--- src/rtl/regport_pkg.sv ---
package regport_pkg;
    typedef enum logic [1:0] {
        ST_IDLE    = 2'd0,
        ST_ACCESS  = 2'd1,
        ST_ACK     = 2'd2,
        ST_RELEASE = 2'd3
    } hs_state_e;
endpackage

--- src/rtl/regport_sync.sv ---
module regport_sync #(
    parameter int W = 2,
    parameter logic [W-1:0] RST_VAL = '1
) (
    input  logic         clk,
    input  logic         rst_n,
    input  logic [W-1:0] async_i,
    output logic [W-1:0] sync_o
);
    typedef struct packed {
        logic [W-1:0] meta;
        logic [W-1:0] stable;
    } sync_regs_t;

    sync_regs_t q, d;

    always_comb begin
        d.meta   = async_i;
        d.stable = q.meta;
    end

    always_ff @(posedge clk or negedge rst_n) begin
        if (!rst_n) begin
            q.meta   <= RST_VAL;
            q.stable <= RST_VAL;
        end else begin
            q <= d;
        end
    end

    assign sync_o = q.stable;
endmodule

--- src/rtl/regport_hs.sv ---
module regport_hs
    import regport_pkg::*;
(
    input  logic clk,
    input  logic rst_n,
    input  logic sel_i,
    input  logic strobe_i,
    input  logic rd_i,
    input  logic port_i,
    output logic ready_o,
    output logic acc_rd_o,
    output logic acc_port_o,
    output logic wr_stb_o,
    output logic rd_ld_o
);
    typedef struct packed {
        hs_state_e st;
        logic      rd;
        logic      port;
    } hs_regs_t;

    hs_regs_t q, d;
    logic     active;

    assign active = sel_i && strobe_i;

    always_comb begin
        d = q;
        case (q.st)
            ST_IDLE: begin
                if (active) begin
                    d.st   = ST_ACCESS;
                    d.rd   = rd_i;
                    d.port = port_i;
                end
            end
            ST_ACCESS:  d.st = ST_ACK;
            ST_ACK:     if (!active)   d.st = ST_RELEASE;
            ST_RELEASE: if (!strobe_i) d.st = ST_IDLE;
            default:    d.st = ST_IDLE;
        endcase
    end

    always_ff @(posedge clk or negedge rst_n) begin
        if (!rst_n) begin
            q.st   <= ST_IDLE;
            q.rd   <= 1'b0;
            q.port <= 1'b0;
        end else begin
            q <= d;
        end
    end

    assign ready_o    = (q.st == ST_ACK);
    assign acc_rd_o   = q.rd;
    assign acc_port_o = q.port;
    assign wr_stb_o   = (q.st == ST_ACCESS) && !q.rd;
    assign rd_ld_o    = (q.st == ST_ACCESS) && q.rd;

    assert_release_R7: assert property (@(posedge clk) disable iff (!rst_n)
        (q.st == ST_ACK && !active) |=> !ready_o);

    assert_ack_from_strobe_R6: assert property (@(posedge clk) disable iff (!rst_n)
        $rose(ready_o) |-> $past(active, 2));

    assert_no_retrigger_R9: assert property (@(posedge clk) disable iff (!rst_n)
        (q.st == ST_RELEASE && strobe_i) |=> !ready_o);
endmodule

--- src/rtl/regport_regs.sv ---
module regport_regs #(
    parameter int DATA_W  = 16,
    parameter int NREGS   = 8,
    parameter int PTR_W   = 4,
    parameter int PWR_BIT = 2
) (
    input  logic              clk,
    input  logic              rst_n,
    input  logic              ptr_we_i,
    input  logic              reg_we_i,
    input  logic [DATA_W-1:0] wdata_i,
    output logic [PTR_W-1:0]  ptr_o,
    output logic [DATA_W-1:0] rdata_o,
    output logic              pwr_off_o
);
    localparam int IDX_W = (NREGS > 1) ? $clog2(NREGS) : 1;

    function automatic logic [NREGS-1:0][DATA_W-1:0] reset_image();
        logic [NREGS-1:0][DATA_W-1:0] v;
        v = '0;
        v[0][PWR_BIT] = 1'b1;
        return v;
    endfunction

    localparam logic [NREGS-1:0][DATA_W-1:0] RST_IMG = reset_image();

    typedef struct packed {
        logic [PTR_W-1:0]              ptr;
        logic [NREGS-1:0][DATA_W-1:0]  regs;
    } rf_regs_t;

    rf_regs_t q, d;
    logic     in_range;

    assign in_range = ({1'b0, q.ptr} < (PTR_W+1)'(NREGS));

    always_comb begin
        d.ptr = ptr_we_i ? wdata_i[PTR_W-1:0] : q.ptr;
    end

    for (genvar g = 0; g < NREGS; g++) begin : g_reg
        always_comb begin
            d.regs[g] = (reg_we_i && q.ptr == PTR_W'(g)) ? wdata_i : q.regs[g];
        end
    end

    always_ff @(posedge clk or negedge rst_n) begin
        if (!rst_n) begin
            q.ptr  <= '0;
            q.regs <= RST_IMG;
        end else begin
            q <= d;
        end
    end

    assign ptr_o     = q.ptr;
    assign rdata_o   = in_range ? q.regs[q.ptr[IDX_W-1:0]] : '0;
    assign pwr_off_o = q.regs[0][PWR_BIT];

    assert_oor_write_R5: assert property (@(posedge clk) disable iff (!rst_n)
        (reg_we_i && !in_range) |=> $stable(q.regs));

    assert_ptr_write_R3: assert property (@(posedge clk) disable iff (!rst_n)
        (ptr_we_i && !reg_we_i) |=> $stable(q.regs));
endmodule

--- src/rtl/regport_slave.sv ---
module regport_slave #(
    parameter int DATA_W  = 16,
    parameter int NREGS   = 8,
    parameter int PTR_W   = 4,
    parameter int PWR_BIT = 2
) (
    input  logic              clk,
    input  logic              rst_n,
    input  logic              host_cs_n,
    input  logic              host_psel,
    input  logic              host_ds_n,
    input  logic              host_rd,
    input  logic [DATA_W-1:0] bus_din,
    output logic [DATA_W-1:0] bus_dout,
    output logic              bus_oe,
    output logic              host_ready,
    output logic              pwr_off
);
    localparam int PAD_W = DATA_W - PTR_W;

    logic [1:0]        n_sync;
    logic              sel_s, strobe_s;
    logic              acc_rd, acc_port, wr_stb, rd_ld;
    logic [PTR_W-1:0]  ptr;
    logic [DATA_W-1:0] reg_rdata;

    typedef struct packed {
        logic [DATA_W-1:0] dout;
    } top_regs_t;

    top_regs_t q, d;

    regport_sync #(.W(2), .RST_VAL(2'b11)) u_sync (
        .clk     (clk),
        .rst_n   (rst_n),
        .async_i ({host_cs_n, host_ds_n}),
        .sync_o  (n_sync)
    );

    assign sel_s    = !n_sync[1];
    assign strobe_s = !n_sync[0];

    regport_hs u_hs (
        .clk        (clk),
        .rst_n      (rst_n),
        .sel_i      (sel_s),
        .strobe_i   (strobe_s),
        .rd_i       (host_rd),
        .port_i     (host_psel),
        .ready_o    (host_ready),
        .acc_rd_o   (acc_rd),
        .acc_port_o (acc_port),
        .wr_stb_o   (wr_stb),
        .rd_ld_o    (rd_ld)
    );

    regport_regs #(
        .DATA_W (DATA_W),
        .NREGS  (NREGS),
        .PTR_W  (PTR_W),
        .PWR_BIT(PWR_BIT)
    ) u_regs (
        .clk       (clk),
        .rst_n     (rst_n),
        .ptr_we_i  (wr_stb && acc_port),
        .reg_we_i  (wr_stb && !acc_port),
        .wdata_i   (bus_din),
        .ptr_o     (ptr),
        .rdata_o   (reg_rdata),
        .pwr_off_o (pwr_off)
    );

    always_comb begin
        d = q;
        if (rd_ld) begin
            d.dout = acc_port ? {{PAD_W{1'b0}}, ptr} : reg_rdata;
        end
    end

    always_ff @(posedge clk or negedge rst_n) begin
        if (!rst_n) q.dout <= '0;
        else        q <= d;
    end

    assign bus_dout = q.dout;
    assign bus_oe   = host_ready && acc_rd;

    assert_oe_after_load_R6: assert property (@(posedge clk) disable iff (!rst_n)
        $rose(bus_oe) |-> $past(rd_ld));

    assert_dout_hold_R6: assert property (@(posedge clk) disable iff (!rst_n)
        (bus_oe && $past(bus_oe)) |-> $stable(bus_dout));

    assert_oe_idle_R8: assert property (@(posedge clk) disable iff (!rst_n)
        (!sel_s && !host_ready) |-> !bus_oe);
endmodule

--- config.mk ---
export PLATFORM = sky130hd
export DESIGN_NAME = regport_slave
export DESIGN_NICKNAME = d
export VERILOG_FILES = /design/src/rtl/regport_pkg.sv /design/src/rtl/regport_sync.sv /design/src/rtl/regport_hs.sv /design/src/rtl/regport_regs.sv /design/src/rtl/regport_slave.sv
export SDC_FILE = /design/constraint.sdc
export NUM_CORES = 1
export LEC_CHECK = 0
export BUFFER_PORTS_ARGS = -buffer_cell sky130_fd_sc_hd__clkbuf_2
export CAP_MARGIN = 20
export CORE_ASPECT_RATIO = 2
export CORE_MARGIN = 2
export CORE_UTILIZATION = 35
export DETAILED_ROUTE_END_ITERATION = 16
export GPL_TIMING_DRIVEN = 0
export HOLD_SLACK_MARGIN = 0.15
export PLACE_DENSITY_LB_ADDON = 0.1
export REMOVE_ABC_BUFFERS = 1
export SETUP_SLACK_MARGIN = 0.3
export SLEW_MARGIN = 15
export SYNTH_ARGS = -nofsm -noshare
export SYNTH_HDL_FRONTEND = slang
export SYNTH_SLANG_ARGS = --single-unit
--- constraint.sdc ---
create_clock -name clk -period 3.3 [get_ports clk]
set_clock_uncertainty 0.15 [all_clocks]
set_input_delay 0.66 -clock clk [delete_from_list [all_inputs] [get_ports clk]]
set_output_delay 0.66 -clock clk [all_outputs]
set_load 0.01 [all_outputs]
# == After elaboration in Yosys (flattened, before gate mapping) ==
# Index checks and enable logic that the tools add are counted.
# totals
ff_bits,156
mem_count,0
elab_cells,60
mem_bits_ro,0
ramBits,0
latch_bits,0
# op_classes
n_lt_le_gt_ge,2
n_reduce_logical,22
shift,0
multipliers,0
addsub,0
muxes,8
eq_ne,13
div,0
bitwise,0
# ops
cell,count
16-bit binary-select mux with 3-bit select,1
16-bit 2-to-1 mux,3
4-bit by 3-bit == test with 1-bit output (second input constant),4
1-bit logical AND,14
4-bit by 2-bit == test with 1-bit output (second input constant),2
2-bit case mux with 4 select lines,1
2-bit == test (second input constant),2
4-bit by 1-bit == test with 1-bit output (second input constant),1
1-bit zero test,4
4-bit zero test,1
3-bit by 4-bit less-than comparator with 1-bit output (second input constant),1
4-bit less-than comparator (second input constant),1
2-bit 2-to-1 mux,2
4-bit 2-to-1 mux,1
2-bit inequality test (second input constant),2
3-bit AND reduction,1
2-bit by 1-bit == test with 1-bit output (second input constant),1
2-bit zero test,1
2-bit by 1-bit inequality test with 1-bit output (second input constant),1
2-bit AND reduction,1

# == Longest topological paths before layout ==
# depth
ltp_word,4
depth_mapped,9
depth_no_buf,6

# == Hierarchy ==
# Synthesis repeated with hierarchy kept, for this count alone.
# hier_totals
cells_unflattened,505
hier_area_um2,7174.4
# by_module_without_submodules
mod,n_inst,area_each_um2,cells_each,seq_area_each_um2
regport_regs,1,6059.6,404,3304.4
regport_slave,1,739.5,74,400.4
regport_hs,1,270.3,23,100.1
regport_sync,1,105.1,4,105.1

# == Worst setup path after synthesis ==
# OpenSTA, ideal clock, no wires.
# synth_path
kind,flip-flop to flip-flop
start,register u_hs.q[3] in the netlist's numbering
end,register u_regs.q[10] in the netlist's numbering
setup_slack_ps,928
period_less_slack_ps,2372
path_stages_with_launch,10
arrival_ps,2097
required_time_ps,3025
cell_sequence,dfrtp_1 -> inv_1 -> ha_1 -> buf_4 -> nand2b_1 -> or4_1 -> buf_4 -> nor3_4 -> buf_12 -> mux2_4
# synth_via
elab_chain_len,4
# synth_rtl
item,line,source
"start, declared",regport_hs.sv:22,"hs_regs_t q, d;"
2-bit by 1-bit == test with 1-bit output,regport_hs.sv:57,assign wr_stb_o = (q.st == ST_ACCESS) && !q.rd;
1-bit logical AND,regport_hs.sv:57,
1-bit logical AND,regport_slave.sv:66,".reg_we_i (wr_stb && !acc_port),"
1-bit logical AND,regport_regs.sv:43,d.regs[g] = (reg_we_i && q.ptr == PTR_W'(g)) ? wdata_i : q.regs[g];
"end, declared",regport_regs.sv:32,"rf_regs_t q, d;"
# No other way between the ends.
# A chain may end at the register's enable or synchronous reset.

# == Final worst setup path ==
# layout_path
start,register u_hs.q[3] in the netlist's numbering
end,register u_regs.q[9] in the netlist's numbering
# Same word-level chain as after synthesis.

==> metrics.cfg <==
[timing]
slew_violations = 0
rsz0062_at_grt = no
final.period_utilization_pct = 83.6
fin_tns_setup_ps = 0
slew_headroom_pct = 44.6
hold_ws_ps = 131
period_needed_ps = 2760
tightestPinTransition_ps = 829
setup_viol = 0
fmax_mhz = 363
finalHoldViolCount = 0

[global_route]
grt_max_degree = 83
antenna_found_initial = 0
grt_pass1_vias = 4288
grt_usage_pct = 16.3
grtUsageMet2_pct = 27.4
grtUsageMet1_pct = 20.6
grt_use_met3_pct = 3.34
overflow = 0
busiest_layer = met2
grt_first_pass_wirelength_um = 25000

[clock_network]
cts_buffer_depth = 2
ctsResizeCount = 0
root_buffer = clkbuf_16
clkTransAtPathRegs_ps = 60
clock_latency_ps = 410
cts_tree = done
cts_inserted_buffers = 17
htreeDepth = 4
hold_buffers = 0
clock-sinks = 156

[pwr]
pwr_density_cell_mw_per_mm2 = 731
p_leak_nw = 3.85
vdd_drop_max_uv = 361
fin_total_pwr_w = 0.00596

[synth]
synth_async_sr_flop_share_pct = 100
syn_avg_cell_area_um2 = 15.1
syn_inst = 458
synth-main-ff-cell = dfrtp_1
ys_ff_latch = 156
synth-seq-area-share_pct = 56.5
syn_area_mm2 = 0.00692
synth_cell_types = 34
synth_edf_count = 0
synth_warnings = 0

[critical_path]
cp_slowest_cell = or4_1
r2r_cells = 7
cp_cell_sequence = inv_1 > ha_1 > nand2b_1 > or4_1 > nor3_4 > buf_4 > mux2_4
end_kind = flop
cp.required_ps = 3450
worstPathMaxFanout = 9
critPathMaxStageDelay_ps = 610
critPathKind = reg2reg
startpoint_type = flop
arrival_ps = 2910

[route]
dr_total_vias = 3880
first_iter_violations = 124
drc = 0
drtAntennaViolNets = 0
wl_per_cell_um = 20.2
routed_wl_um = 15700
dr.pass1.iters = 6
vias_per_cell = 4.99

[floorplan]
die_h_um = 203
row_count = 72
ios = 41
start_util_pct = 35.7
core-area_mm2 = 0.0194
die-area_mm2 = 0.0210
die_width_um = 103

[final_layout]
mostFrequentLayoutCells = dfrtp_1, mux2_2, clkbuf_2
instances_no_fill = 777
syn_to_final_growth_pct = 17.8
layout_commonest_cell = dfrtp_1
drive_gt1_share_pct = 49.6
fin_nets = 531
num_antenna_cells = 0

[placed_design]
dp.cells = 739
gp_congestion = 0.692
port_buffers = 40
post-dp-hpwl_um = 9860

[run]
maxCapViolCount = 0

[run_status]
status = finished, final reports clean

[min_path]
hold_class = in2async

## sequential cells by signal, indices dropped and copies added (netlist names)
register / count
u_hs.acc_port_o: 1
u_regs.q: 127
u_sync.sync_o: 2
u_regs.ptr_o: 4
u_regs.pwr_off_o: 1
u_sync.d: 2
u_hs.acc_rd_o: 1
bus_dout: 16
u_hs.q: 2
## logic make-up after synthesis
group                      Yosys count  synth area share [%]
adders and majority gates            4                 0.723
DFF                                156                  56.5
buffers and inverters               28                  2.30
muxes                              173                  32.5
and+or+nand+nor                     66                  5.05
AOI/OAI and AO/OA                   31                  2.91
## path summary, 6_finish.rpt
path / from / end / slack [ps]
hold reg to reg: u_sync.d[0] / u_sync.sync_o[0] / 210
max in group asynchronous: rst_n / u_regs.q[79] / 2020
hold / removal: rst_n / bus_dout[13] / 130
setup / recovery: u_hs.q[3] / u_regs.q[9] / 540
setup reg to reg: u_hs.q[3] / u_regs.q[9] / 540
min in group clk: host_ds_n / u_sync.d[0] / 180
## per-stage QoR
step,util (%),cell area [µm²],setup WS [ps]
after floorplan,-,6770,146
after global placement,37.7,7300,-1510
after detailed placement,38.5,7460,183
after CTS,41.7,8080,370
after global routing,42.1,8150,405
final,42.1,8150,542
## where the power goes
| group | internal, W | total [W] | switching [W] |
|---|---|---|---|
| registers | 0.00225 | 0.00276 | 0.000508 |
| clock network | 0.00127 | 0.00202 | 0.000751 |
| logic | 0.000696 | 0.00118 | 0.000487 |
## routing by layer
metal,vias up,share of wire [%]
li1,1769,-
met1,2042,42
met2,55,53
met3,14,3.1
met4,0,1.7
met5,-,0
## final cells by class
class	count	area, µm²
clock buffer	25	495
inverter	3	11.3
sequential	156	3920
fill	1768	11200
tap	259	324
timing repair buffer	53	414
clock inverter	7	110
multi-input combinational	274	2880
## critical path, delay by kind of cell (launching register included)
kind	cells	cell delay, ps
adders and majority gates	1	360
DFF	1	400
and+or+nand+nor	3	1050
muxes	1	310
buffers and inverters	2	360
## synth_stat cells, types with 6 or more instances
library cell | count | share of area, %
dfrtp_1 | 151 | 55
mux2_2 | 124 | 20
nand2_1 | 29 | 1.6
nand3_1 | 10 | 0.72
a22oi_1 | 16 | 1.7
clkbuf_1 | 6 | 0.33
a21oi_1 | 7 | 0.51
mux2_4 | 10 | 2.2
mux2i_1 | 14 | 2.0
mux4_2 | 25 | 8.1
buf_2 | 9 | 0.65
## repair_timing
action / CTS / global route
buffers inserted: 2 / 4
setup endpoints to repair: 9 / 48
pin swaps: 1 / 3
(Power assumes the default switching activity.)
